### src/rtl/sser_adc_pkg.sv
package sser_adc_pkg;
    typedef enum logic [0:0] {
        ST_DOWN  = 1'b0,
        ST_SHIFT = 1'b1
    } sser_state_t;
endpackage

### src/rtl/sser_edge_det.sv
module sser_edge_det (
    input  logic clk,
    input  logic rst_n,
    input  logic cs_n,
    input  logic sclk,
    output logic cs_fall,
    output logic cs_rise,
    output logic sclk_fall
);
    logic cs_q;
    logic sclk_q;

    always_ff @(posedge clk) begin
        if (!rst_n) begin
            cs_q   <= 1'b1;
            sclk_q <= 1'b1;
        end else begin
            cs_q   <= cs_n;
            sclk_q <= sclk;
        end
    end

    assign cs_fall   = cs_q & ~cs_n;
    assign cs_rise   = ~cs_q & cs_n;
    assign sclk_fall = sclk_q & ~sclk;
endmodule

### src/rtl/sser_bit_counter.sv
module sser_bit_counter #(
    parameter int FRAME = 16
) (
    input  logic clk,
    input  logic rst_n,
    input  logic clr,
    input  logic inc,
    output logic last
);
    localparam int CW = $clog2(FRAME + 1);
    localparam logic [CW-1:0] LAST_IDX = CW'(FRAME - 1);

    logic [CW-1:0] cnt;

    always_ff @(posedge clk) begin
        if (!rst_n || clr) begin
            cnt <= '0;
        end else if (inc) begin
            cnt <= cnt + 1'b1;
        end
    end

    assign last = inc && (cnt == LAST_IDX);
endmodule

### src/rtl/sser_shift_reg.sv
module sser_shift_reg #(
    parameter int RES   = 12,
    parameter int LEAD  = 4,
    parameter int FRAME = RES + LEAD
) (
    input  logic           clk,
    input  logic           rst_n,
    input  logic           load,
    input  logic           shift,
    input  logic [RES-1:0] din,
    output logic           msb
);
    logic [FRAME-1:0] sr;

    always_ff @(posedge clk) begin
        if (!rst_n) begin
            sr <= '0;
        end else if (load) begin
            sr <= {{LEAD{1'b0}}, din};
        end else if (shift) begin
            sr <= {sr[FRAME-2:0], 1'b0};
        end
    end

    assign msb = sr[FRAME-1];
endmodule

### src/rtl/sser_adc_slave.sv
module sser_adc_slave
    import sser_adc_pkg::*;
#(
    parameter int RES = 12
) (
    input  logic           clk,
    input  logic           rst_n,
    input  logic           cs_n,
    input  logic           sclk,
    input  logic [RES-1:0] sample,
    output logic           sdo,
    output logic           sdo_oe,
    output logic           pwr_down,
    output logic           conv_done
);
    localparam int LEAD  = 4;
    localparam int FRAME = RES + LEAD;

    sser_state_t state, state_nx;
    logic cs_fall, cs_rise, sclk_fall;
    logic start_go, bit_go, last_bit, shreg_msb;

    sser_edge_det u_edge (
        .clk      (clk),
        .rst_n    (rst_n),
        .cs_n     (cs_n),
        .sclk     (sclk),
        .cs_fall  (cs_fall),
        .cs_rise  (cs_rise),
        .sclk_fall(sclk_fall)
    );

    assign start_go = (state == ST_DOWN) && cs_fall;
    assign bit_go   = (state == ST_SHIFT) && sclk_fall && !cs_rise;

    sser_bit_counter #(.FRAME(FRAME)) u_cnt (
        .clk  (clk),
        .rst_n(rst_n),
        .clr  (start_go),
        .inc  (bit_go),
        .last (last_bit)
    );

    sser_shift_reg #(.RES(RES), .LEAD(LEAD), .FRAME(FRAME)) u_sr (
        .clk  (clk),
        .rst_n(rst_n),
        .load (start_go),
        .shift(bit_go),
        .din  (sample),
        .msb  (shreg_msb)
    );

    always_comb begin
        state_nx = state;
        unique case (state)
            ST_DOWN:  if (cs_fall) state_nx = ST_SHIFT;
            ST_SHIFT: begin
                if (cs_rise)       state_nx = ST_DOWN;
                else if (last_bit) state_nx = ST_DOWN;
            end
            default:  state_nx = ST_DOWN;
        endcase
    end

    always_ff @(posedge clk) begin
        if (!rst_n) state <= ST_DOWN;
        else        state <= state_nx;
    end

    always_ff @(posedge clk) begin
        if (!rst_n) begin
            sdo_oe    <= 1'b0;
            conv_done <= 1'b0;
        end else begin
            sdo_oe <= (state_nx == ST_SHIFT);
            if (start_go) begin
                conv_done <= 1'b0;
            end else if (bit_go && last_bit) begin
                conv_done <= 1'b1;
            end
        end
    end

    assign sdo      = sdo_oe & shreg_msb;
    assign pwr_down = (state == ST_DOWN);
endmodule

### config.mk
export PLATFORM = sky130hd
export DESIGN_NAME = sser_adc_slave
export DESIGN_NICKNAME = d
export VERILOG_FILES = /design/src/rtl/sser_adc_pkg.sv /design/src/rtl/sser_edge_det.sv /design/src/rtl/sser_bit_counter.sv /design/src/rtl/sser_shift_reg.sv /design/src/rtl/sser_adc_slave.sv
export SDC_FILE = /design/constraint.sdc
export NUM_CORES = 1
export LEC_CHECK = 0
export ABC_AREA = 1
export BUFFER_PORTS_ARGS = -buffer_cell sky130_fd_sc_hd__buf_2
export CORE_ASPECT_RATIO = 1.25
export CORE_MARGIN = 4
export CORE_UTILIZATION = 48
export CTS_CLUSTER_DIAMETER = 80
export CTS_CLUSTER_SIZE = 28
export DETAILED_ROUTE_END_ITERATION = 7
export PLACE_DENSITY = 0.67
export SYNTH_ARGS = -nofsm -noshare
export SYNTH_HDL_FRONTEND = slang
export SYNTH_SLANG_ARGS = --single-unit
### constraint.sdc
create_clock -name clk -period 1.5 [get_ports clk]
set_input_delay 0.075 -clock clk [delete_from_list [all_inputs] [get_ports clk]]
set_output_delay 0.075 -clock clk [all_outputs]
set_load 0.05 [all_outputs]
==> out/qor.csv <==
stage;metric;value;unit
clock_network;worst_setup_hold_path_clk_slew;0.13;ns
global_route;vias_in_the_first_global_route;980;
global_route;grt_busiest_layer;met2;
global_route;grt_use_met1;18.0;%
layout;drive_above_1_share;18.3;%
logic_synthesis;ys_top_cells_by_area;sky130_fd_sc_hd__dfxtp_1 42%, sky130_fd_sc_hd__nand2_1 12%, sky130_fd_sc_hd__a21oi_1 7.2%, sky130_fd_sc_hd__o21ai_0 5.9%, sky130_fd_sc_hd__inv_1 5.7%;
logic_synthesis;yosys.cell_count.top_type;sky130_fd_sc_hd__nand2_1;
global_route;globalRouteMet2Util;26.2;%
critical_path;reg2reg_slack;0.18;ns
clock_network;cts-buffers-inserted;3;
drt;first_pass_iters;4;
die;boundaryPins;20;
timing;timing.final.crit_period;1.32;ns
placement;gp_congestion;0.760;
timing;number_of_endpoints_with_negative_hold_slack_in_the_final_report;0;
placement;detailedPlace.worstSlack;0.190;ns
clock_network;cts_num_sinks;25;
die;num_rows;19;
clock_network;cts_tree;built;
logic_synthesis;mappedNetlistArea;0.00119;mm2
logic_synthesis;postSynthAreaPerCell;7.15;um2
global_route;grt_start_max_net_pins;22;
clock_network;post-cts-setup-buffer-count;0;
logic_synthesis;dominant_register_cell_in_the_synthesized_netlist;sky130_fd_sc_hd__dfxtp_1;
placement;hpwlAfterDp;1.66;mm
timing;timing.setup.tns;0;ns
power_and_ir_drop;seq_power_share;58.5;%
power_and_ir_drop;power.combinational.fraction;17.9;%
critical_path;cp-start-kind;register;
critical_path;worst-endpoint-required;1.75;ns
power_and_ir_drop;power_per_cell_area;930;mW/mm2
logic_synthesis;synth.largest_area_cell;sky130_fd_sc_hd__dfxtp_1;
critical_path;timing.reg2reg.worst_path_depth;7;
layout;instances_no_fill;217;
placement;port_buffers;19;
placement;place_inst;211;
power_and_ir_drop;design_power_total;1.25;mW
global_route;global_route.overflow_total;0;
drt;post_drt_via_cell_ratio;4.90;
critical_path;crit_path_max_fanout;4;
layout;n_antenna_cell;0;
power_and_ir_drop;standby_leakage_power;0.636;nW
clock_network;root_buffer;sky130_fd_sc_hd__clkbuf_4;
min_path;worst_hold_startpoint;cs_n;
die;die_w;52.5;um
timing;grt_setup_unrepaired;no;
critical_path;crit-reg2reg-capture;u_cnt.cnt[4];
timing;tightestPinTransition;0.296;ns
global_route;antenna_found_initial;0;
drt;initialDrtViolationCount;13;
timing;final.period_utilization;88.3;%
timing;timing.hold.ws;0.0238;ns
logic_synthesis;synth-seq-cells;25;
clock_network;htreeDepth;1;
timing;timing.final.max_slew_violations;0;
global_route;grtUsageMet3;2.36;%
power_and_ir_drop;worst_ir_drop_vdd;0.000536;V
power_and_ir_drop;switching_share;28.5;%
job;drv_cap;0;
die;initial_cell_density_of_the_core;52.0;%
logic_synthesis;synth.cells.most_frequent;37 x sky130_fd_sc_hd__nand2_1, 25 x sky130_fd_sc_hd__dfxtp_1, 18 x sky130_fd_sc_hd__inv_1, 18 x sky130_fd_sc_hd__nor2_1, 17 x sky130_fd_sc_hd__a21oi_1;
power_and_ir_drop;p_switching;0.356;mW
layout;nNetsFinal;205;
logic_synthesis;synth_edf_count;0;
critical_path;worst-endpoint-arrival;1.58;ns
clock_network;clk_latency;0.31;ns
min_path;worstHoldPathType;in2reg;
logic_synthesis;async_flop_share;0;%
drt;drt-wirelength-per-cell;10.4;um
layout;synthToLayoutAreaGrowth;13.1;%
timing;final_worst_path_setup_slack;0.176;ns
die;dieArea;0.00334;mm2
drt;drt-total-wl;2.25;mm
drt;drc;0;
logic_synthesis;postSynthNetCount;184;
die;die_h;63.6;um
logic_synthesis;ys.warnings.count;0;
die;core_region_area;0.00228;mm2
critical_path;timing_worst_setup_path_type;reg2reg;
global_route;wire_length_of_the_first_global_routing_pass;4.00;mm
logic_synthesis;synth_largest_type_area_fraction;42.1;%
logic_synthesis;synth.yosys.seq_area_share;42.1;%
timing;report.final.setup_viol;0;
power_and_ir_drop;power_frac_clock;23.6;%
min_path;worstHoldPathCells;3;
timing;max_slew_margin;80.3;%
timing;maxClockFrequency;755;MHz
critical_path;worst_r2r_src;u_cnt.cnt[0];
drt;vias;1064;
min_path;timing.hold.worst_endpoint;u_edge.cs_q;
logic_synthesis;synthDistinctLibCells;21;
clock_network;clockBufferDepth;2;
power_and_ir_drop;internal_power;0.892;mW
timing;timing.clock.skew;0.00496;ns
outcome;status;completed;
logic_synthesis;postSynthCellCount;166;
global_route;grt.total_usage;15.4;%
drt;detail-route-antenna-nets;0;
critical_path;crit_path_end_kind;register;
layout;fillers;245;
[metal layers]
layer | vias up | wire, um
li1 | 574 | -
met3 | 4 | 95
met1 | 467 | 993
met4 | 0 | 28
met5 | - | 0
met2 | 19 | 1130
[sequential cells by signal, summed over array words and instances (netlist names)]
signal	count
u_edge.sclk_q	1
u_sr.sr	16
u_edge.cs_q	1
conv_done	1
u_cnt.cnt	5
sdo_oe	1
[power by group through the flow]
stage	sequential (mW)	combinational [mW]	clock (mW)
after floorplan	0.743	0.169	0
after global placement	0.743	0.216	0
after detailed placement	0.745	0.220	0
after CTS	0.730	0.226	0.310
after global routing	0.736	0.255	0.339
final	0.730	0.223	0.295
[cell usage in the layout, fill, tap and decap left out, drive strengths merged]
cell and n:
buf 22, inv 21, nor2 19, nand3 9, dfxtp 25, dlygate4sd3 2
a21oi 17, nand2 39, o21ai 14, or2 1, nand4 10, xor2 1
clkbuf 4, ha 2
[kinds of logic after synthesis]
logic type,after synthesis,synth area share [%]
simple gates,78,31.2
compound gates,31,13.1
flops,25,42.1
buf+inv,29,10.7
fa+ha+maj,2,2.11
xor+xnor,1,0.738
[final cells by class]
cell class              count  area, um2  area share (%)
multi-input cells         112        559            41.7
flip-flops and latches     25        502            37.4
repair buffers             24        138            10.3
inverters                  21       78.8            5.87
well taps                  31       38.8            2.89
clock buffers               4       26.3            1.96
[worst max-delay path by stage]
stage | depth (start not counted) | slack (ns) | end | from
after floorplan | 5 | 0.19 | u_sr.sr[10] | sdo_oe
after global placement | 6 | 0.27 | u_sr.sr[12] | u_edge.cs_q
after detailed placement | 7 | 0.19 | u_cnt.cnt[4] | u_cnt.cnt[0]
after CTS | 7 | 0.15 | u_cnt.cnt[4] | u_cnt.cnt[0]
after global routing | 7 | 0.04 | u_sr.sr[5] | u_edge.cs_q
final | 7 | 0.18 | u_cnt.cnt[4] | u_cnt.cnt[0]
[worst max-delay path, stage by stage (launching register included)]
cell                      delay (ns)
sky130_fd_sc_hd__dfxtp_1        0.42
sky130_fd_sc_hd__ha_1           0.22
sky130_fd_sc_hd__nand2_1        0.06
sky130_fd_sc_hd__nor2_1         0.12
sky130_fd_sc_hd__ha_1           0.24
sky130_fd_sc_hd__nand2_1        0.06
sky130_fd_sc_hd__nand2_1        0.04
sky130_fd_sc_hd__a21oi_1        0.10
[repair_timing]
item                                   in CTS  in global routing
hold buffers                                2                  0
gates resized for setup                     0                  0
endpoints found under the hold margin       2                  0
[stage by stage]
step           utilization (%)  cell area (um2)
5_1_grt                   58.8             1340
2_1_floorplan                -             1190
3_3_place_gp              56.8             1300
3_5_place_dp              56.8             1300
4_1_cts                   58.8             1340
6_report                  58.8             1340
(Power assumes the default switching activity.)
